File: config.mk
export PLATFORM = sky130hd
export DESIGN_NAME = bp_attach_slave
export DESIGN_NICKNAME = d
export VERILOG_FILES = /design/src/rtl/bp_attach_pkg.sv /design/src/rtl/bp_prim_decode.sv /design/src/rtl/bp_lock_ctrl.sv /design/src/rtl/bp_slave_regs.sv /design/src/rtl/bp_attach_slave.sv
export SDC_FILE = /design/constraint.sdc
export NUM_CORES = 1
export LEC_CHECK = 0
export ABC_AREA = 1
export BUFFER_PORTS_ARGS = -buffer_cell sky130_fd_sc_hd__buf_4
export CORE_MARGIN = 2
export CORE_UTILIZATION = 46
export CTS_CLUSTER_DIAMETER = 30
export CTS_CLUSTER_SIZE = 24
export DETAILED_ROUTE_END_ITERATION = 10
export GPL_ROUTABILITY_DRIVEN = 0
export PLACE_DENSITY = 0.72
export RECOVER_POWER = 25
export SYNTH_ARGS = -nofsm -noshare
export SYNTH_HDL_FRONTEND = slang
export SYNTH_SLANG_ARGS = --single-unit
File: constraint.sdc
create_clock -name clk -period 1.71 [get_ports clk]
set_input_delay 0.2565 -clock clk [delete_from_list [all_inputs] [get_ports clk]]
set_output_delay 0.2565 -clock clk [all_outputs]
set_load 0.01 [all_outputs]
File: src/rtl/bp_attach_pkg.sv
package bp_attach_pkg;

  typedef enum logic [1:0] {
    LK_NONE = 2'd0,
    LK_GEO  = 2'd1,
    LK_LOG  = 2'd2,
    LK_BC   = 2'd3
  } lock_kind_e;

  localparam logic [1:0] MS_DIRECT  = 2'b00;
  localparam logic [1:0] MS_BCAST   = 2'b01;
  localparam logic [2:0] MS_DATA    = 3'b000;
  localparam logic [2:0] MS_SECADR  = 3'b001;
  localparam logic [7:0] BC_ALL     = 8'h00;
  localparam logic [7:0] BC_LOGICAL = 8'h01;

  function automatic logic geo_hit(input logic [4:0] slot, input logic [31:0] ad);
    return ad[4:0] == slot;
  endfunction

  function automatic logic bcast_hit(input logic [7:0] fn, input logic lad_ok,
                                     input logic [7:0] umask);
    logic r;
    if (fn == BC_ALL)             r = 1'b1;
    else if (fn == BC_LOGICAL)    r = lad_ok;
    else if (fn[7:3] == 5'h1F)    r = umask[fn[2:0]];
    else                          r = 1'b0;
    return r;
  endfunction

endpackage

File: src/rtl/bp_prim_decode.sv
module bp_prim_decode
  import bp_attach_pkg::*;
#(
  parameter int         LA_W      = 16,
  parameter logic [7:0] USER_MASK = 8'h05
) (
  input  logic [4:0]      slot_id,
  input  logic [31:0]     ad_in,
  input  logic            geo_en,
  input  logic [1:0]      mode_hi,
  input  logic [LA_W-1:0] lad,
  input  logic            lad_valid,
  output logic            hit,
  output lock_kind_e      kind
);

  always_comb begin
    hit  = 1'b0;
    kind = LK_NONE;
    if (mode_hi == MS_DIRECT) begin
      if (geo_en) begin
        hit  = geo_hit(slot_id, ad_in);
        kind = LK_GEO;
      end else begin
        hit  = lad_valid && (ad_in[LA_W-1:0] == lad);
        kind = LK_LOG;
      end
    end else if (mode_hi == MS_BCAST) begin
      hit  = bcast_hit(ad_in[7:0], lad_valid, USER_MASK);
      kind = LK_BC;
    end
  end

endmodule

File: src/rtl/bp_lock_ctrl.sv
module bp_lock_ctrl
  import bp_attach_pkg::*;
(
  input  logic       clk,
  input  logic       rst_n,
  input  logic       addr_sync,
  input  logic       hit,
  input  lock_kind_e kind_in,
  input  logic       space_in,
  output logic       prim_evt,
  output logic       attached,
  output lock_kind_e kind_q,
  output logic       space_q
);

  logic as_q;

  assign prim_evt = addr_sync && !as_q;

  always_ff @(posedge clk or negedge rst_n) begin
    if (!rst_n) begin
      as_q     <= 1'b0;
      attached <= 1'b0;
      kind_q   <= LK_NONE;
      space_q  <= 1'b0;
    end else begin
      as_q <= addr_sync;
      if (!addr_sync) begin
        attached <= 1'b0;
        kind_q   <= LK_NONE;
        space_q  <= 1'b0;
      end else if (prim_evt && hit) begin
        attached <= 1'b1;
        kind_q   <= kind_in;
        space_q  <= space_in;
      end
    end
  end

endmodule

File: src/rtl/bp_slave_regs.sv
module bp_slave_regs
  import bp_attach_pkg::*;
#(
  parameter int          LA_W      = 16,
  parameter int          MEM_DEPTH = 8,
  parameter logic [15:0] MODULE_ID = 16'hB7A3,
  localparam int         IDX_W     = (MEM_DEPTH > 1) ? $clog2(MEM_DEPTH) : 1
) (
  input  logic            clk,
  input  logic            rst_n,
  input  logic            data_evt,
  input  logic            rd_nwr,
  input  logic [2:0]      mode_sel,
  input  logic [31:0]     ad_in,
  input  lock_kind_e      kind_q,
  input  logic            space_q,
  output logic [LA_W-1:0] lad,
  output logic            lad_valid,
  output logic [31:0]     sec_addr,
  output logic [31:0]     rdata
);

  logic [31:0]      mem [MEM_DEPTH];
  logic [IDX_W-1:0] idx;
  logic             wr_evt;

  assign idx    = sec_addr[IDX_W-1:0];
  assign wr_evt = data_evt && !rd_nwr;

  always_ff @(posedge clk or negedge rst_n) begin
    if (!rst_n) begin
      sec_addr  <= '0;
      lad       <= '0;
      lad_valid <= 1'b0;
    end else if (wr_evt) begin
      if (mode_sel == MS_SECADR) begin
        sec_addr <= ad_in;
      end else if (mode_sel == MS_DATA && !space_q && sec_addr == 32'd1
                   && kind_q == LK_GEO) begin
        lad       <= ad_in[LA_W-1:0];
        lad_valid <= 1'b1;
      end
    end
  end

  always_ff @(posedge clk or negedge rst_n) begin
    if (!rst_n) begin
      for (int i = 0; i < MEM_DEPTH; i++) mem[i] <= '0;
    end else if (wr_evt && mode_sel == MS_DATA && space_q) begin
      mem[idx] <= ad_in;
    end
  end

  always_comb begin
    rdata = '0;
    if (mode_sel == MS_SECADR) begin
      rdata = sec_addr;
    end else if (space_q) begin
      rdata = mem[idx];
    end else if (sec_addr == 32'd0) begin
      rdata = {16'h0, MODULE_ID};
    end else if (sec_addr == 32'd1) begin
      rdata = 32'(lad);
    end
  end

endmodule

File: src/rtl/bp_attach_slave.sv
module bp_attach_slave
  import bp_attach_pkg::*;
#(
  parameter int          LA_W            = 16,
  parameter int          MEM_DEPTH       = 8,
  parameter logic [15:0] MODULE_ID       = 16'hB7A3,
  parameter logic [7:0]  USER_BCAST_MASK = 8'h05
) (
  input  logic        clk,
  input  logic        rst_n,
  input  logic [4:0]  slot_id,
  input  logic [31:0] ad_in,
  input  logic        geo_en,
  input  logic        addr_sync,
  input  logic [2:0]  mode_sel,
  input  logic        dstrobe,
  input  logic        rd_nwr,
  output logic        ack,
  output logic        attached,
  output logic        bcast_att,
  output logic        space_data,
  output logic [31:0] sec_addr,
  output logic [31:0] ad_out,
  output logic        ad_oe
);

  logic            hit;
  lock_kind_e      kind_d;
  lock_kind_e      kind_q;
  logic            prim_evt;
  logic            data_evt;
  logic            ds_q;
  logic [LA_W-1:0] lad_q;
  logic            lad_valid;
  logic [31:0]     rdata;

  bp_prim_decode #(.LA_W(LA_W), .USER_MASK(USER_BCAST_MASK)) u_dec (
    .slot_id(slot_id), .ad_in(ad_in), .geo_en(geo_en), .mode_hi(mode_sel[2:1]),
    .lad(lad_q), .lad_valid(lad_valid), .hit(hit), .kind(kind_d)
  );

  bp_lock_ctrl u_lock (
    .clk(clk), .rst_n(rst_n), .addr_sync(addr_sync), .hit(hit),
    .kind_in(kind_d), .space_in(mode_sel[0]), .prim_evt(prim_evt),
    .attached(attached), .kind_q(kind_q), .space_q(space_data)
  );

  assign data_evt = dstrobe && !ds_q && attached && addr_sync;

  bp_slave_regs #(.LA_W(LA_W), .MEM_DEPTH(MEM_DEPTH), .MODULE_ID(MODULE_ID)) u_regs (
    .clk(clk), .rst_n(rst_n), .data_evt(data_evt), .rd_nwr(rd_nwr),
    .mode_sel(mode_sel), .ad_in(ad_in), .kind_q(kind_q), .space_q(space_data),
    .lad(lad_q), .lad_valid(lad_valid), .sec_addr(sec_addr), .rdata(rdata)
  );

  assign ack       = attached && (kind_q != LK_BC);
  assign bcast_att = attached && (kind_q == LK_BC);

  always_ff @(posedge clk or negedge rst_n) begin
    if (!rst_n) begin
      ds_q   <= 1'b0;
      ad_oe  <= 1'b0;
      ad_out <= '0;
    end else begin
      ds_q <= dstrobe;
      if (!dstrobe || !addr_sync || !attached) begin
        ad_oe <= 1'b0;
      end else if (data_evt && rd_nwr) begin
        ad_oe  <= 1'b1;
        ad_out <= rdata;
      end
    end
  end

endmodule

==> impl_metrics.py <==
metrics = {
    "outcome": {
        "status": "complete, but fails checks",
        "violations": "negative setup slack",
    },
    "clocking": {
        "cts-root-buf": "clkbuf_16",
        "clock-sinks": 344,
        "htree_levels": 3,
        "cts_buffer_depth": 3,
        "cts_buffers": 67,
        "clkTransAtPathRegs_ns": 0.05,
        "clock_latency_ns": 0.56,
        "cts_tree": "built",
    },
    "logic_synthesis": {
        "synth_area_per_cell_um2": 8.17,
        "ys_ff_latch": 344,
        "syn_inst": 1885,
        "seq_area_frac_synth_pct": 55.9,
        "ys_types": 28,
        "ys_warn_count": 0,
        "synth_nets": 1931,
        "syn_area_um2": 15400,
    },
    "grt": {
        "grt_usage_pct": 27.5,
        "overflow": 0,
        "antenna_found_initial": 0,
        "grt_pass1_wl_um": 77400,
        "grt_pass1_vias": 14500,
        "grt_max_degree": 72,
    },
    "timing": {
        "rsz0062_at_grt": "yes",
        "finalSetupViolCount": 234,
        "setup_slack_ns": -0.0853,
        "finClkSkew_ns": 0.0168,
        "slew_headroom_pct": 9.67,
        "slew_violations": 0,
        "worst_slew_pin_slew_ns": 1.35,
        "hold_violations": 0,
        "clock.fmax_ghz": 0.557,
        "period_share_pct": 105,
        "post-route-min-period_ns": 1.80,
    },
    "worst_hold_path": {
        "whs_path_depth": 3,
        "min_to": "u_regs.lad[7]",
        "min_path_type": "in -> reg",
        "min_from": "ad_in[7]",
    },
    "worst_setup_path": {
        "worstPathRequired_ns": 2.14,
        "start_kind": "flip-flop",
        "r2r_slack_ns": -0.09,
        "arrival_ns": 2.23,
        "cp-startpoint": "u_lock.attached",
        "r2r_cells": 10,
        "critPathKind": "reg -> reg",
        "cp_max_fo": 9,
        "critPathCaptureType": "flip-flop",
        "r2r-start": "u_lock.attached",
        "rr_endpoint": "u_regs.mem[55]",
    },
    "power_and_ir_drop": {
        "leakage_uw": 0.0101,
        "internal_power_uw": 18100,
        "clkPwrFrac_pct": 56.4,
        "power_density_nw_per_um2": 1130,
        "p_comb_share_pct": 7.9,
        "power_frac_seq_pct": 35.7,
        "max-vdd-ir-drop_mv": 0.694,
        "switching_share_pct": 23.7,
        "switching_power_uw": 5630,
    },
    "final_layout": {
        "diodes": 0,
        "fin_util_pct": 64.0,
        "final_area_um2": 21000,
        "syn_to_final_growth_pct": 36.3,
        "fill_cells": 2555,
        "layout.nets": 2148,
        "drive_above_1_share_pct": 22.3,
    },
    "placement": {
        "io_buffers": 114,
        "dp_hpwl_um": 29200,
        "placed_area_um2": 17700,
    },
    "route": {
        "detail-route-antenna-nets": 0,
        "firstDrtPassIters": 6,
        "drt_iter0_drc": 1530,
        "drc": 0,
        "wl_per_cell_um": 19.3,
        "avgViaCountPerCell": 5.71,
        "wl_um": 50100,
        "vias": 14800,
    },
    "floorplanning": {
        "dieHeight_um": 187,
        "coreArea_um2": 32800,
        "start_util_pct": 47.0,
        "dieArea_um2": 34900,
        "dieWidth_um": 187,
        "ios": 115,
        "row_count": 66,
    },
    "job": {
        "maxCapViolCount": 0,
    },
}
==> kinds of logic after synthesis <==
| family | synth area share (%) |
|---|---|
| and+or+nand+nor | 22.0 |
| buffers and inverters | 5.22 |
| DFF | 55.9 |
| AOI/OAI and AO/OA | 16.6 |
| xor gates and xnor gates | 0.228 |
==> metrics by stage <==
stage	hold slack [ns]	setup TNS (ns)	cells	power [uW]	setup slack (ns)
floorplan	-0.0391	-19.36	1885	9280	-0.0953
global placement	0.190	-5.28	2440	10300	-0.0664
detailed placement	0.189	-11.49	2440	10300	-0.104
CTS	0.000324	-0.0187	2580	23700	-0.00990
global route	0.0133	-37.38	2596	24400	-0.185
finish	0.00768	-7.58	2596	23700	-0.0853
==> Yosys cell counts <==
cell	instances	area share (%)
buf_1	12	0.29
buf_2	5	0.16
clkinv_1	2	0.049
nor2_1	181	4.4
o2111ai_1	13	0.74
o21ai_1	28	0.91
nand3_2	8	0.52
nor3_4	1	0.11
nand3b_1	7	0.34
nor4_1	1	0.041
clkbuf_2	1	0.032
buf_4	1	0.049
xnor2_1	4	0.23
a21boi_0	1	0.049
nand2_1	549	13
nor2b_1	1	0.041
nor2_2	1	0.041
nand3_1	66	2.1
dfrtp_1	344	56
o21ai_0	329	11
a21oi_1	87	2.8
inv_2	2	0.049
inv_1	84	2.0
nor3_1	1	0.032
clkbuf_1	104	2.5
nand4_1	22	0.89
o211ai_1	29	1.4
nand2b_1	1	0.041
==> critical path, stage by stage (launching register included) <==
cell,delay (ns)
dfrtp_1,0.36
nand3_2,0.11
nor2_4,0.14
nand2_2,0.09
nor3_4,0.23
buf_12,0.17
nand3_4,0.09
buf_12,0.18
clkbuf_16,0.18
nand2_2,0.06
o21ai_1,0.06
==> layer usage <==
layer / wire [um] / GRT usage [%]
met1: 19900 / 36.0
met4: 1850 / 11.3
met2: 24100 / 45.4
met3: 4230 / 5.16
met5: 0 / 0
==> final cells by class <==
| cell class | count | area [um^2] | area share [%] |
|---|---|---|---|
| Sequential cell | 344 | 8610 | 41.1 |
| Clock buffer | 88 | 1920 | 9.14 |
| Clock inverter | 33 | 395 | 1.88 |
| Inverter | 88 | 337 | 1.60 |
| Timing Repair Buffer | 271 | 2800 | 13.3 |
| Tap cell | 442 | 553 | 2.64 |
| Multi-Input combinational cell | 1330 | 6370 | 30.3 |
==> power by group through the flow <==
| stage | logic [uW] | clock network, uW | registers [uW] |
|---|---|---|---|
| 2_1_floorplan | 643 | 0 | 8640 |
| 3_3_place_gp | 1690 | 0 | 8580 |
| 3_5_place_dp | 1720 | 0 | 8580 |
| 4_1_cts | 1780 | 13400 | 8460 |
| 5_1_grt | 2070 | 13900 | 8470 |
| 6_report | 1880 | 13400 | 8460 |
==> worst max path at each step <==
| stage | to | slack, ns | depth (start not counted) |
|---|---|---|---|
| CTS | ad_out[12] | -0.01 | 12 |
| floorplan | u_regs.mem[198] | -0.1 | 9 |
| detailed placement | ad_out[31] | -0.10 | 6 |
| global route | u_regs.mem[75] | -0.18 | 8 |
| global placement | u_regs.mem[24] | -0.07 | 10 |
| finish | u_regs.mem[55] | -0.09 | 10 |
==> layout by cell type, fill, tap and decap left out, types with 2 or more instances in the layout <==
master	netlist	final
nand2_1	549	505
dfrtp_1	344	341
o21ai_0	329	275
buf_4	1	182
nor2_1	181	157
inv_1	84	84
a21oi_1	87	84
clkbuf_16	0	77
o21ai_1	28	65
nand3_1	66	61
buf_12	0	37
nand2_2	0	33
o211ai_1	29	29
nand4_1	22	22
nor2_2	1	21
o21ai_2	0	17
buf_6	0	16
o2111ai_1	13	13
dlygate4sd3_1	0	13
clkinv_2	0	12
clkbuf_8	0	12
nand2_4	0	11
nand3_2	8	10
inv_6	0	8
clkbuf_1	104	8
nand3b_1	7	7
bufinv_16	0	7
buf_8	0	7
nor2_4	0	4
xnor2_1	4	4
clkinv_4	0	4
nand3_4	0	3
a21oi_2	0	3
clkinvlp_4	0	3
dfrtp_2	0	3
buf_2	5	2
clkbuf_4	0	2
==> sequential cells by signal (all words and copies together) (netlist names) <==
name / count
u_regs.lad: 16
u_lock.attached: 1
ad_out: 32
u_regs.mem: 256
u_lock.space_q: 1
ds_q: 1
u_lock.kind_q: 2
ad_oe: 1
u_regs.lad_valid: 1
u_regs.sec_addr: 32
u_lock.as_q: 1
==> what timing repair did <==
action / CTS / global route
hold buffers: 14 / 0
resized for setup: 25 / 185
buffers inserted: 3 / 6
setup endpoints to repair: 293 / 301
hold endpoints to repair: 70 / 0
cloned: 2 / 11
pin swaps: 3 / 21
No activity file was read; power rests on OpenSTA's default activity.
